--- config.mk ---
export PLATFORM = sky130hd
export DESIGN_NAME = flash_wctl
export DESIGN_NICKNAME = d
export VERILOG_FILES = /design/src/rtl/fcr_pkg.sv /design/src/rtl/fcr_keydet.sv /design/src/rtl/fcr_pulse_seq.sv /design/src/rtl/fcr_cell_model.sv /design/src/rtl/flash_wctl.sv
export SDC_FILE = /design/constraint.sdc
export NUM_CORES = 1
export LEC_CHECK = 0
export BUFFER_PORTS_ARGS = -buffer_cell sky130_fd_sc_hd__buf_2
export CAP_MARGIN = 0
export CORE_MARGIN = 2
export CORE_UTILIZATION = 50
export DETAILED_ROUTE_END_ITERATION = 8
export PLACE_DENSITY = 0.79
export SETUP_SLACK_MARGIN = 0.4
export SYNTH_ARGS = -nofsm -noshare
export SYNTH_HDL_FRONTEND = slang
export SYNTH_HIERARCHICAL = 1
export SYNTH_SLANG_ARGS = --single-unit
--- constraint.sdc ---
create_clock -name clk -period 3 [get_ports clk]
set_input_delay 0 -clock clk [delete_from_list [all_inputs] [get_ports clk]]
set_output_delay 0 -clock clk [all_outputs]
set_load 0.05 [all_outputs]
--- src/rtl/fcr_pkg.sv ---
package fcr_pkg;
    localparam int unsigned ADDR_W = 24;
    localparam int unsigned WORD_W = 16;
    localparam logic [WORD_W-1:0] KEY_FIRST  = 16'hA5A5;
    localparam logic [WORD_W-1:0] KEY_SECOND = 16'h5A5A;

    typedef struct packed {
        logic [1:0] bank;
        logic       wide;
        logic [1:0] ck;
        logic       erase;
        logic       wen;
    } fcr_cfg_t;

    typedef struct packed {
        logic       erase;
        logic [1:0] bank;
        logic       wide;
    } fcr_op_t;

    function automatic logic in_window(input logic [ADDR_W-1:0] a);
        return (a < 24'h008000) || ((a >= 24'h018000) && (a < 24'h030000));
    endfunction

    function automatic logic [1:0] bank_of(input logic [ADDR_W-1:0] a);
        if (a < 24'h01C000)      return 2'd0;
        else if (a < 24'h028000) return 2'd1;
        else if (a < 24'h02E000) return 2'd2;
        else                     return 2'd3;
    endfunction

    function automatic logic [WORD_W-1:0] pack_status(input fcr_cfg_t c, input logic sup,
                                                      input logic flt, input logic bsy);
        return {1'b1, 5'b0, c.bank, c.wide, c.ck, sup, flt, bsy, c.erase, c.wen};
    endfunction
endpackage

--- src/rtl/fcr_keydet.sv ---
module fcr_keydet (
    input  logic clk,
    input  logic rst,
    input  logic acc_req,
    input  logic first_hit,
    input  logic second_hit,
    output logic enter
);
    logic armed;

    always_ff @(posedge clk) begin
        if (rst)          armed <= 1'b0;
        else if (acc_req) armed <= first_hit;
    end

    assign enter = armed & second_hit;
endmodule

--- src/rtl/fcr_pulse_seq.sv ---
module fcr_pulse_seq #(
    parameter int unsigned CK_BASE    = 4,
    parameter int unsigned MAX_PULSES = 8
) (
    input  logic       clk,
    input  logic       rst,
    input  logic       start,
    input  logic [1:0] ck,
    input  logic       cell_done,
    output logic       busy,
    output logic       pulse_end
);
    localparam int unsigned CNT_W = CK_BASE + 3;
    localparam int unsigned PN_W  = $clog2(MAX_PULSES + 1);

    logic [CNT_W-1:0] cnt;
    logic [CNT_W-1:0] lim;
    logic [PN_W-1:0]  pn;
    logic [1:0]       ck_q;
    logic             last;

    always_comb lim = CNT_W'((32'd1 << (CK_BASE + 32'(ck_q))) - 32'd1);
    assign last      = (cnt == lim);
    assign pulse_end = busy & last;

    always_ff @(posedge clk) begin
        if (rst) begin
            busy <= 1'b0;
            cnt  <= '0;
            pn   <= '0;
            ck_q <= '0;
        end else if (start) begin
            busy <= 1'b1;
            cnt  <= '0;
            pn   <= '0;
            ck_q <= ck;
        end else if (busy) begin
            if (last) begin
                cnt <= '0;
                pn  <= pn + 1'b1;
                if (cell_done || (pn == PN_W'(MAX_PULSES - 1))) busy <= 1'b0;
            end else begin
                cnt <= cnt + 1'b1;
            end
        end
    end
endmodule

--- src/rtl/fcr_cell_model.sv ---
module fcr_cell_model
    import fcr_pkg::*;
(
    input  logic    clk,
    input  logic    rst,
    input  logic    start,
    input  logic    pulse_end,
    input  fcr_op_t op,
    output logic    done
);
    logic [4:0] pcnt;
    logic [4:0] need;

    always_comb begin
        if (op.erase) need = 5'd2 + 5'd3 * {3'b0, op.bank};
        else          need = op.wide ? 5'd2 : 5'd1;
    end

    assign done = pulse_end && ((pcnt + 5'd1) == need);

    always_ff @(posedge clk) begin
        if (rst || start)   pcnt <= '0;
        else if (pulse_end) pcnt <= pcnt + 5'd1;
    end
endmodule

--- src/rtl/flash_wctl.sv ---
module flash_wctl
    import fcr_pkg::*;
#(
    parameter int unsigned CK_BASE    = 4,
    parameter int unsigned MAX_PULSES = 8
) (
    input  logic              clk,
    input  logic              rst,
    input  logic              bus_req,
    input  logic              bus_we,
    input  logic [ADDR_W-1:0] bus_addr,
    input  logic [WORD_W-1:0] bus_wdata,
    input  logic              bus_from_flash,
    output logic [WORD_W-1:0] bus_rdata,
    output logic              acc_trap,
    input  logic              launch,
    input  logic              supply_ok,
    output logic              busy,
    output logic              protect,
    output logic              verify_rd,
    output logic [1:0]        verify_bank
);
    logic     wmode;
    logic     fault;
    fcr_cfg_t cfg_q;
    fcr_op_t  op_q;
    logic     win, hit, wr_hit;
    logic     key_a, key_b, enter;
    logic     cfg_wr, exit_wr, std_prot, go;
    logic     pulse_end, cell_done;

    assign win     = in_window(bus_addr);
    assign hit     = bus_req & win & ~bus_addr[0];
    assign wr_hit  = hit & bus_we;
    assign key_a   = wr_hit & ~wmode & (bus_wdata == KEY_FIRST);
    assign key_b   = wr_hit & ~wmode & (bus_wdata == KEY_SECOND);
    assign cfg_wr  = wr_hit & wmode & ~busy & bus_wdata[15];
    assign exit_wr = wr_hit & wmode & ~busy & ~bus_wdata[15];
    assign std_prot = wr_hit & ~wmode & bus_from_flash &
                      (bus_wdata != KEY_FIRST) & (bus_wdata != KEY_SECOND);
    assign go      = launch & wmode & cfg_q.wen & ~busy;

    fcr_keydet u_key (
        .clk       (clk),
        .rst       (rst),
        .acc_req   (bus_req),
        .first_hit (key_a),
        .second_hit(key_b),
        .enter     (enter)
    );

    fcr_pulse_seq #(.CK_BASE(CK_BASE), .MAX_PULSES(MAX_PULSES)) u_seq (
        .clk      (clk),
        .rst      (rst),
        .start    (go),
        .ck       (cfg_q.ck),
        .cell_done(cell_done),
        .busy     (busy),
        .pulse_end(pulse_end)
    );

    fcr_cell_model u_cell (
        .clk      (clk),
        .rst      (rst),
        .start    (go),
        .pulse_end(pulse_end),
        .op       (op_q),
        .done     (cell_done)
    );

    always_ff @(posedge clk) begin
        if (rst) begin
            wmode    <= 1'b0;
            cfg_q    <= '0;
            op_q     <= '0;
            protect  <= 1'b1;
            fault    <= 1'b0;
            acc_trap <= 1'b0;
        end else begin
            acc_trap <= bus_req & win & bus_addr[0];
            if (enter)        wmode <= 1'b1;
            else if (exit_wr) wmode <= 1'b0;
            if (cfg_wr) begin
                cfg_q.bank  <= bus_wdata[9:8];
                cfg_q.wide  <= bus_wdata[7];
                cfg_q.ck    <= bus_wdata[6:5];
                cfg_q.erase <= bus_wdata[1];
                cfg_q.wen   <= bus_wdata[0];
                if (bus_from_flash) protect <= bus_wdata[2];
            end
            if (std_prot) protect <= bus_wdata[2];
            if (go) begin
                op_q  <= '{erase: cfg_q.erase, bank: cfg_q.bank, wide: cfg_q.wide};
                fault <= 1'b0;
            end else if (busy && !supply_ok) begin
                fault <= 1'b1;
            end
        end
    end

    assign bus_rdata   = (hit & ~bus_we & wmode) ? pack_status(cfg_q, supply_ok, fault, busy) : '0;
    assign verify_rd   = bus_req & ~bus_we & win & wmode & cfg_q.wen;
    assign verify_bank = bank_of(bus_addr);
endmodule

=== Word-level counts from Yosys, hierarchy flattened ===
Index checks and enable logic that the tools add are counted.

* $add $sub $neg: 6
* $mul: 1
* Order comparisons: 6
* Eq/ne operators: 7
* Shift operators: 1
* Multiplexer cells: 16
* Bitwise gates (word level): 30
* Reduce and logical (&&, ||, !) cells: 13

{| class="wikitable"
|+ Operator list
! operator !! count
|-
| less-than comparator 24 x 18 -> 1 bit, second input constant || 3
|-
| left shift 1 x 32 -> 7 bit, first input constant || 1
|-
| AND 1 bit || 25
|-
| >= comparator 24 x 17 -> 1 bit, second input constant || 1
|-
| less-than comparator 24 x 16 -> 1 bit, second input constant || 1
|-
| less-than comparator 24 x 17 -> 1 bit, second input constant || 1
|-
| equality test 16 x 15 -> 1 bit, second input constant || 1
|-
| equality test 16 bit, second input constant || 1
|-
| two-way mux 16 bit || 1
|-
| inequality test 16 x 15 -> 1 bit, second input constant || 1
|-
| inequality test 16 bit, second input constant || 1
|-
| two-way mux 1 bit || 10
|-
| adder 7 x 1 -> 7 bit, second input constant || 1
|-
| equality test 7 bit || 1
|-
| two-way mux 7 bit || 1
|-
| subtractor 7 x 1 -> 7 bit, second input constant || 1
|-
| two-way mux 2 bit || 3
|-
| nonzero test 2 bit || 3
|-
| adder 2 x 4 -> 5 bit, first input constant || 1
|-
| adder 5 x 1 -> 5 bit, second input constant || 1
|-
| equality test 5 bit || 1
|-
| two-way mux 5 bit || 1
|-
| inverter 1 bit || 5
|-
| adder 3 x 2 -> 4 bit, first input constant || 1
|-
| other kinds (8) || 13
|}

* Bits in registers: 35
* Output and inout bits: 22
* Word-level logic and storage cells: 98

=== Longest topological paths before layout ===
* Word-level depth: 12
* Depth in mapped cells: 10

=== Cells and area by module ===
Netlist, hierarchy kept.

{| class="wikitable"
|+ By module, submodules not included
! module !! times used !! cells an instance !! area each (um2) !! sequential area each (um2)
|-
| flash_wctl || 1 || 109 || 933.4 || 300.3
|-
| fcr_pulse_seq || 1 || 84 || 754.5 || 280.3
|-
| fcr_cell_model || 1 || 40 || 346.6 || 100.1
|-
| fcr_keydet || 1 || 4 || 40.0 || 20.0
|}

=== Least setup slack after synthesis ===
OpenSTA, ideal clock, no wires.

* Kind: input -> output
* Start: input port bus_addr[20]
* End: output port bus_rdata[0]
* Arrival: 2.413 ns
* Setup slack: 0.587 ns
* Stages on the path: 4
* Path buffers: 0
* Path through: or4_4 nor3_4 nand3_4 nor4_1

* Longest elaborated chain between the ends: 8

{| class="wikitable"
|+ RTL lines
! item !! RTL line !! text
|-
| from (decl) || flash_wctl.sv:11 || <nowiki>input logic [ADDR_W-1:0] bus_addr,</nowiki>
|-
| >= comparator 24 x 17 -> 1 bit or less-than comparator 24 x 18 -> 1 bit (tied branches) || fcr_pkg.sv:22 || <nowiki>return (a < 24'h008000) || ((a >= 24'h018000) && (a < 24'h030000));</nowiki>
|-
| logical AND 1 bit || fcr_pkg.sv:22 ||
|-
| logical OR 1 bit (*) || fcr_pkg.sv:22 ||
|-
| AND 1 bit (*) (2 in series) || flash_wctl.sv:33 || <nowiki>assign hit = bus_req & win & ~bus_addr[0];</nowiki>
|-
| AND 1 bit (*) (2 in series) || flash_wctl.sv:101 || <nowiki>assign bus_rdata = (hit & ~bus_we & wmode) ? pack_status(cfg_q, supply_ok, fault, busy) : '0;</nowiki>
|-
| two-way mux 16 bit (*) || flash_wctl.sv:101 ||
|-
| to (decl) || flash_wctl.sv:14 || <nowiki>output logic [WORD_W-1:0] bus_rdata,</nowiki>
|}

Mark *: on every way between the ends. The rest lies on a longest branch, timed or not.

=== Final worst setup path ===
* Start: register u_seq.cnt[6]
* End: register u_seq.busy

* Longest elaborated chain between the ends: 8

{| class="wikitable"
|+ RTL lines
! item !! RTL line !! text
|-
| from (decl) || fcr_pulse_seq.sv:16 || <nowiki>logic [CNT_W-1:0] cnt;</nowiki>
|-
| from (signal assigned) || fcr_pulse_seq.sv:43 || <nowiki>cnt <= cnt + 1'b1;</nowiki>
|-
| equality test 7 bit || fcr_pulse_seq.sv:23 || <nowiki>assign last = (cnt == lim);</nowiki>
|-
| AND 1 bit || fcr_pulse_seq.sv:24 || <nowiki>assign pulse_end = busy & last;</nowiki>
|-
| named net pulse_end || flash_wctl.sv:30 || <nowiki>logic pulse_end, cell_done;</nowiki>
|-
| logical AND 1 bit || fcr_cell_model.sv:19 || <nowiki>assign done = pulse_end && ((pcnt + 5'd1) == need);</nowiki>
|-
| named net cell_done || flash_wctl.sv:30 ||
|-
| logical OR 1 bit || fcr_pulse_seq.sv:41 || <nowiki>if (cell_done || (pn == PN_W'(MAX_PULSES - 1))) busy <= 1'b0;</nowiki>
|-
| two-way mux 1 bit || fcr_pulse_seq.sv:41 ||
|-
| two-way mux 1 bit || fcr_pulse_seq.sv:38 || <nowiki>if (last) begin</nowiki>
|-
| two-way mux 1 bit || fcr_pulse_seq.sv:37 || <nowiki>end else if (busy) begin</nowiki>
|-
| two-way mux 1 bit || fcr_pulse_seq.sv:32 || <nowiki>end else if (start) begin</nowiki>
|-
| to (signal assigned) || fcr_pulse_seq.sv:28 || <nowiki>busy <= 1'b0;</nowiki>
|-
| to (signal assigned) || fcr_pulse_seq.sv:33 || <nowiki>busy <= 1'b1;</nowiki>
|-
| to (signal assigned) || fcr_pulse_seq.sv:41 ||
|-
| to (decl) || fcr_pulse_seq.sv:10 || <nowiki>output logic busy,</nowiki>
|}

The timed path passes the listed nets, and every way through them passes these cells.
A chain may end at the register's enable or synchronous reset.

==> flow_metrics.py <==
metrics = {
    "power": {
        "leakage_nw": 1.021,
        "power_mw": 0.8899,
        "peakVddDrop_mv": 0.1683,
        "p_per_area_nw_per_um2": 357.8,
    },
    "sta": {
        "grt_setup_unrepaired": "false",
        "final.setup.tns_ps": 0,
        "final-setup-viol-count": 0,
        "layout_worst_path_cycle_share_pct": 72.03,
        "finalHoldViolCount": 0,
        "max_freq_mhz": 462.7,
        "tightest_slew_ps": 537.8,
        "fin_skew_ps": 4.613,
        "min_period_ps": 2161,
        "slew_headroom_pct": 64.11,
        "drv_slew": 0,
    },
    "final_layout": {
        "final_core_utilization_pct": 62.18,
        "n_antenna_cell": 0,
        "area_growth_pct": 19.90,
        "final_cells": 343,
        "final_net_count": 344,
        "multi_input_area_sq_um": 1276,
        "drive_above_1_share_pct": 26.28,
        "regArea_sq_um": 700.7,
        "fillerInstances": 343,
    },
    "global_route": {
        "antenna_found_initial": 0,
        "track_usage_pct": 21.35,
        "grt_pass1_vias": 1748,
        "grt_overflow": 0,
        "grt_max_degree": 28,
        "grt_pass1_wl_mm": 7.521,
    },
    "floorplan": {
        "start_util_pct": 51.86,
        "die_area_sq_um": 4680,
        "num_rows": 23,
        "dieHeight_um": 68.41,
        "coreArea_sq_um": 4000,
        "die_x_um": 68.41,
        "io_pins": 69,
    },
    "yosys": {
        "postSynthCellCount": 237,
        "synthTopCellsByCount": "dfxtp_1, nor2_1, nand2_1",
        "synth_compound_area_share_pct": 10.01,
        "async_flop_share_pct": 0,
        "synth-simple-area-share_pct": 34.74,
        "synthAdderAreaFrac_pct": 2.413,
        "synth_mux_area_share_pct": 6.755,
        "yosysTopAreaCellShare_pct": 33.78,
        "syn_area_sq_um": 2074,
        "synth_largest_area_cell": "dfxtp_1",
        "post-synth-top-count-cell": "dfxtp_1",
        "yosys_warnings": 6,
        "synth_xor_area_share_pct": 6.695,
        "yosys_most_used_dff": "dfxtp_1",
        "syn_area_per_cell_sq_um": 8.753,
        "yosysSeqAreaShare_pct": 33.78,
        "synth_edf_count": 0,
        "synth.area.top_cells": "dfxtp_1, mux2i_1, nor2_1",
        "synth_top_family_by_area": "simple AND/OR/NAND/NOR gates",
        "synth_cell_types": 55,
        "ys_ff_latch": 35,
    },
    "cts": {
        "cts_tree": "done",
        "numClockSinks": 35,
        "root_buffer": "clkbuf_8",
        "clkTransAtPathRegs_ps": 70,
        "htreeDepth": 2,
        "clk_latency_ps": 290,
        "clk_path_buf_depth": 2,
        "cts_buffers": 5,
    },
    "flow_run": {
        "drv_cap": 0,
    },
    "worst_setup_path": {
        "critPathArrivalTime_ps": 2360,
        "path_max_fanout": 8,
        "critical_path_class": "reg2reg",
        "cp.required_ps": 3200,
        "cp_cell_sequence": "xnor2_1 -> a311oi_2 -> nor2_1 -> buf_4 -> nand4b_1 -> nor4_2 -> a31oi_1 -> nor3_1 -> a211oi_1",
        "setup.worst_path.end_class": "register",
        "cp-start-kind": "register",
        "slowest_stage": "dfxtp_1",
        "slowest_delay_ps": 510,
    },
    "detailed_routing": {
        "postRouteAntennaNets": 0,
        "first_pass_iters": 5,
        "via_per_inst": 5.548,
        "drc": 0,
        "via_count": 1903,
        "route.final.wire_length_mm": 4.549,
        "first_iter_violations": 97,
        "wl_per_cell_um": 13.26,
    },
    "hold_path": {
        "hp-class": "in2reg",
    },
    "placed_design": {
        "place_inst": 330,
        "hpwl_mm": 3.336,
        "gp_congestion": 0.8049,
        "io_buffers": 51,
    },
    "outcome": {
        "status": "complete, no violations",
    },
}
==> layout make-up <==
class	count	area share, %
tap	50	2.515
clock buffer	6	3.320
timing repair buffer	59	13.28
clock inverter	1	0.2012
multi-input combinational	184	51.31
inverter	8	1.207
sequential	35	28.17
==> critical path: cells and delay by family, from the launching register on <==
family / cells / cell delay, ps
compound gates: 3 / 940
flops: 1 / 510
simple gates: 4 / 300
buf+inv: 1 / 190
xor+xnor: 1 / 150
==> layer usage <==
metal,wire length (um),GRT usage [%]
met1,2054,25.45
met2,2223,36.54
met3,184,4.112
met4,87,10.00
met5,0,0
==> where the power goes <==
part | leakage (nW) | switching (mW) | internal, mW | total, mW
registers | 0.282 | 0.00000495 | 0.464 | 0.464
clock network | 0.0470 | 0.166 | 0.180 | 0.346
logic | 0.692 | 0.0477 | 0.0314 | 0.0791
==> timing repair <==
action | in CTS | in global routing
setup buffers | 0 | 0
hold buffers | 6 | 0
endpoints found under the hold margin | 6 | 0
resized for setup | 0 | 0
==> per-stage QoR <==
step | hold WS, ps | cell area (sq um) | setup slack, ps
after floorplan | 72.38 | 2090 | 586.6
final | 8.321 | 2487 | 839.0
after detailed placement | 266.3 | 2340 | 857.9
after global routing | 35.30 | 2487 | 647.9
after global placement | 259.3 | 2340 | 915.0
after CTS | 11.88 | 2487 | 828.7
==> worst paths after layout <==
path	start	end	slack [ps]	depth (start not counted)
max reg2reg	u_seq/cnt[6]	u_seq/busy	840	9
max	u_seq/cnt[6]	u_seq/busy	840	9
min reg2reg	op_q[0]	op_q[0]	470	2
min	bus_wdata[1]	cfg_q[1]	8	3
==> cell usage in the layout (no fill, tap or decap), drive strengths merged, types with 2 or more instances in the layout <==
master / synthesis / final
a211oi: 2 / 2
a21oi: 14 / 14
and2: 12 / 12
and3: 2 / 2
and4b: 3 / 3
buf: 9 / 53
clkbuf: 5 / 6
conb: 1 / 5
dfxtp: 35 / 35
dlygate4sd3: 0 / 6
ha: 4 / 4
inv: 8 / 8
mux2i: 14 / 14
nand2: 18 / 18
nand3: 8 / 8
nand4: 8 / 8
nand4b: 2 / 2
nor2: 22 / 22
nor3: 15 / 15
nor3b: 2 / 2
nor4: 3 / 3
nor4b: 5 / 5
nor4bb: 4 / 4
o21ai: 7 / 7
o31ai: 3 / 3
or2: 2 / 2
or4: 3 / 3
xnor2: 7 / 7
xor2: 8 / 8
==> flip-flops by register name, summed over array words and instances, names as in the netlist <==
register and cells:
u_cell/pcnt 5, u_key/armed 1, u_seq/ck_q 2, op_q 4, u_seq/busy 1, cfg_q 7
acc_trap 1, u_seq/pn 4, u_seq/cnt 7, wmode 1, fault 1, protect 1
==> logic make-up (layout without fill, tap and decap cells) <==
kind of cell | Yosys count | in the layout
and+or+nand+nor | 113 | 113
DFF | 35 | 35
AOI/OAI and AO/OA | 33 | 33
buffers and inverters | 22 | 74
xor gates and xnor gates | 15 | 15
muxes | 14 | 14
adders and majority gates | 4 | 4
other | 1 | 5
(Power assumes the default switching activity.)
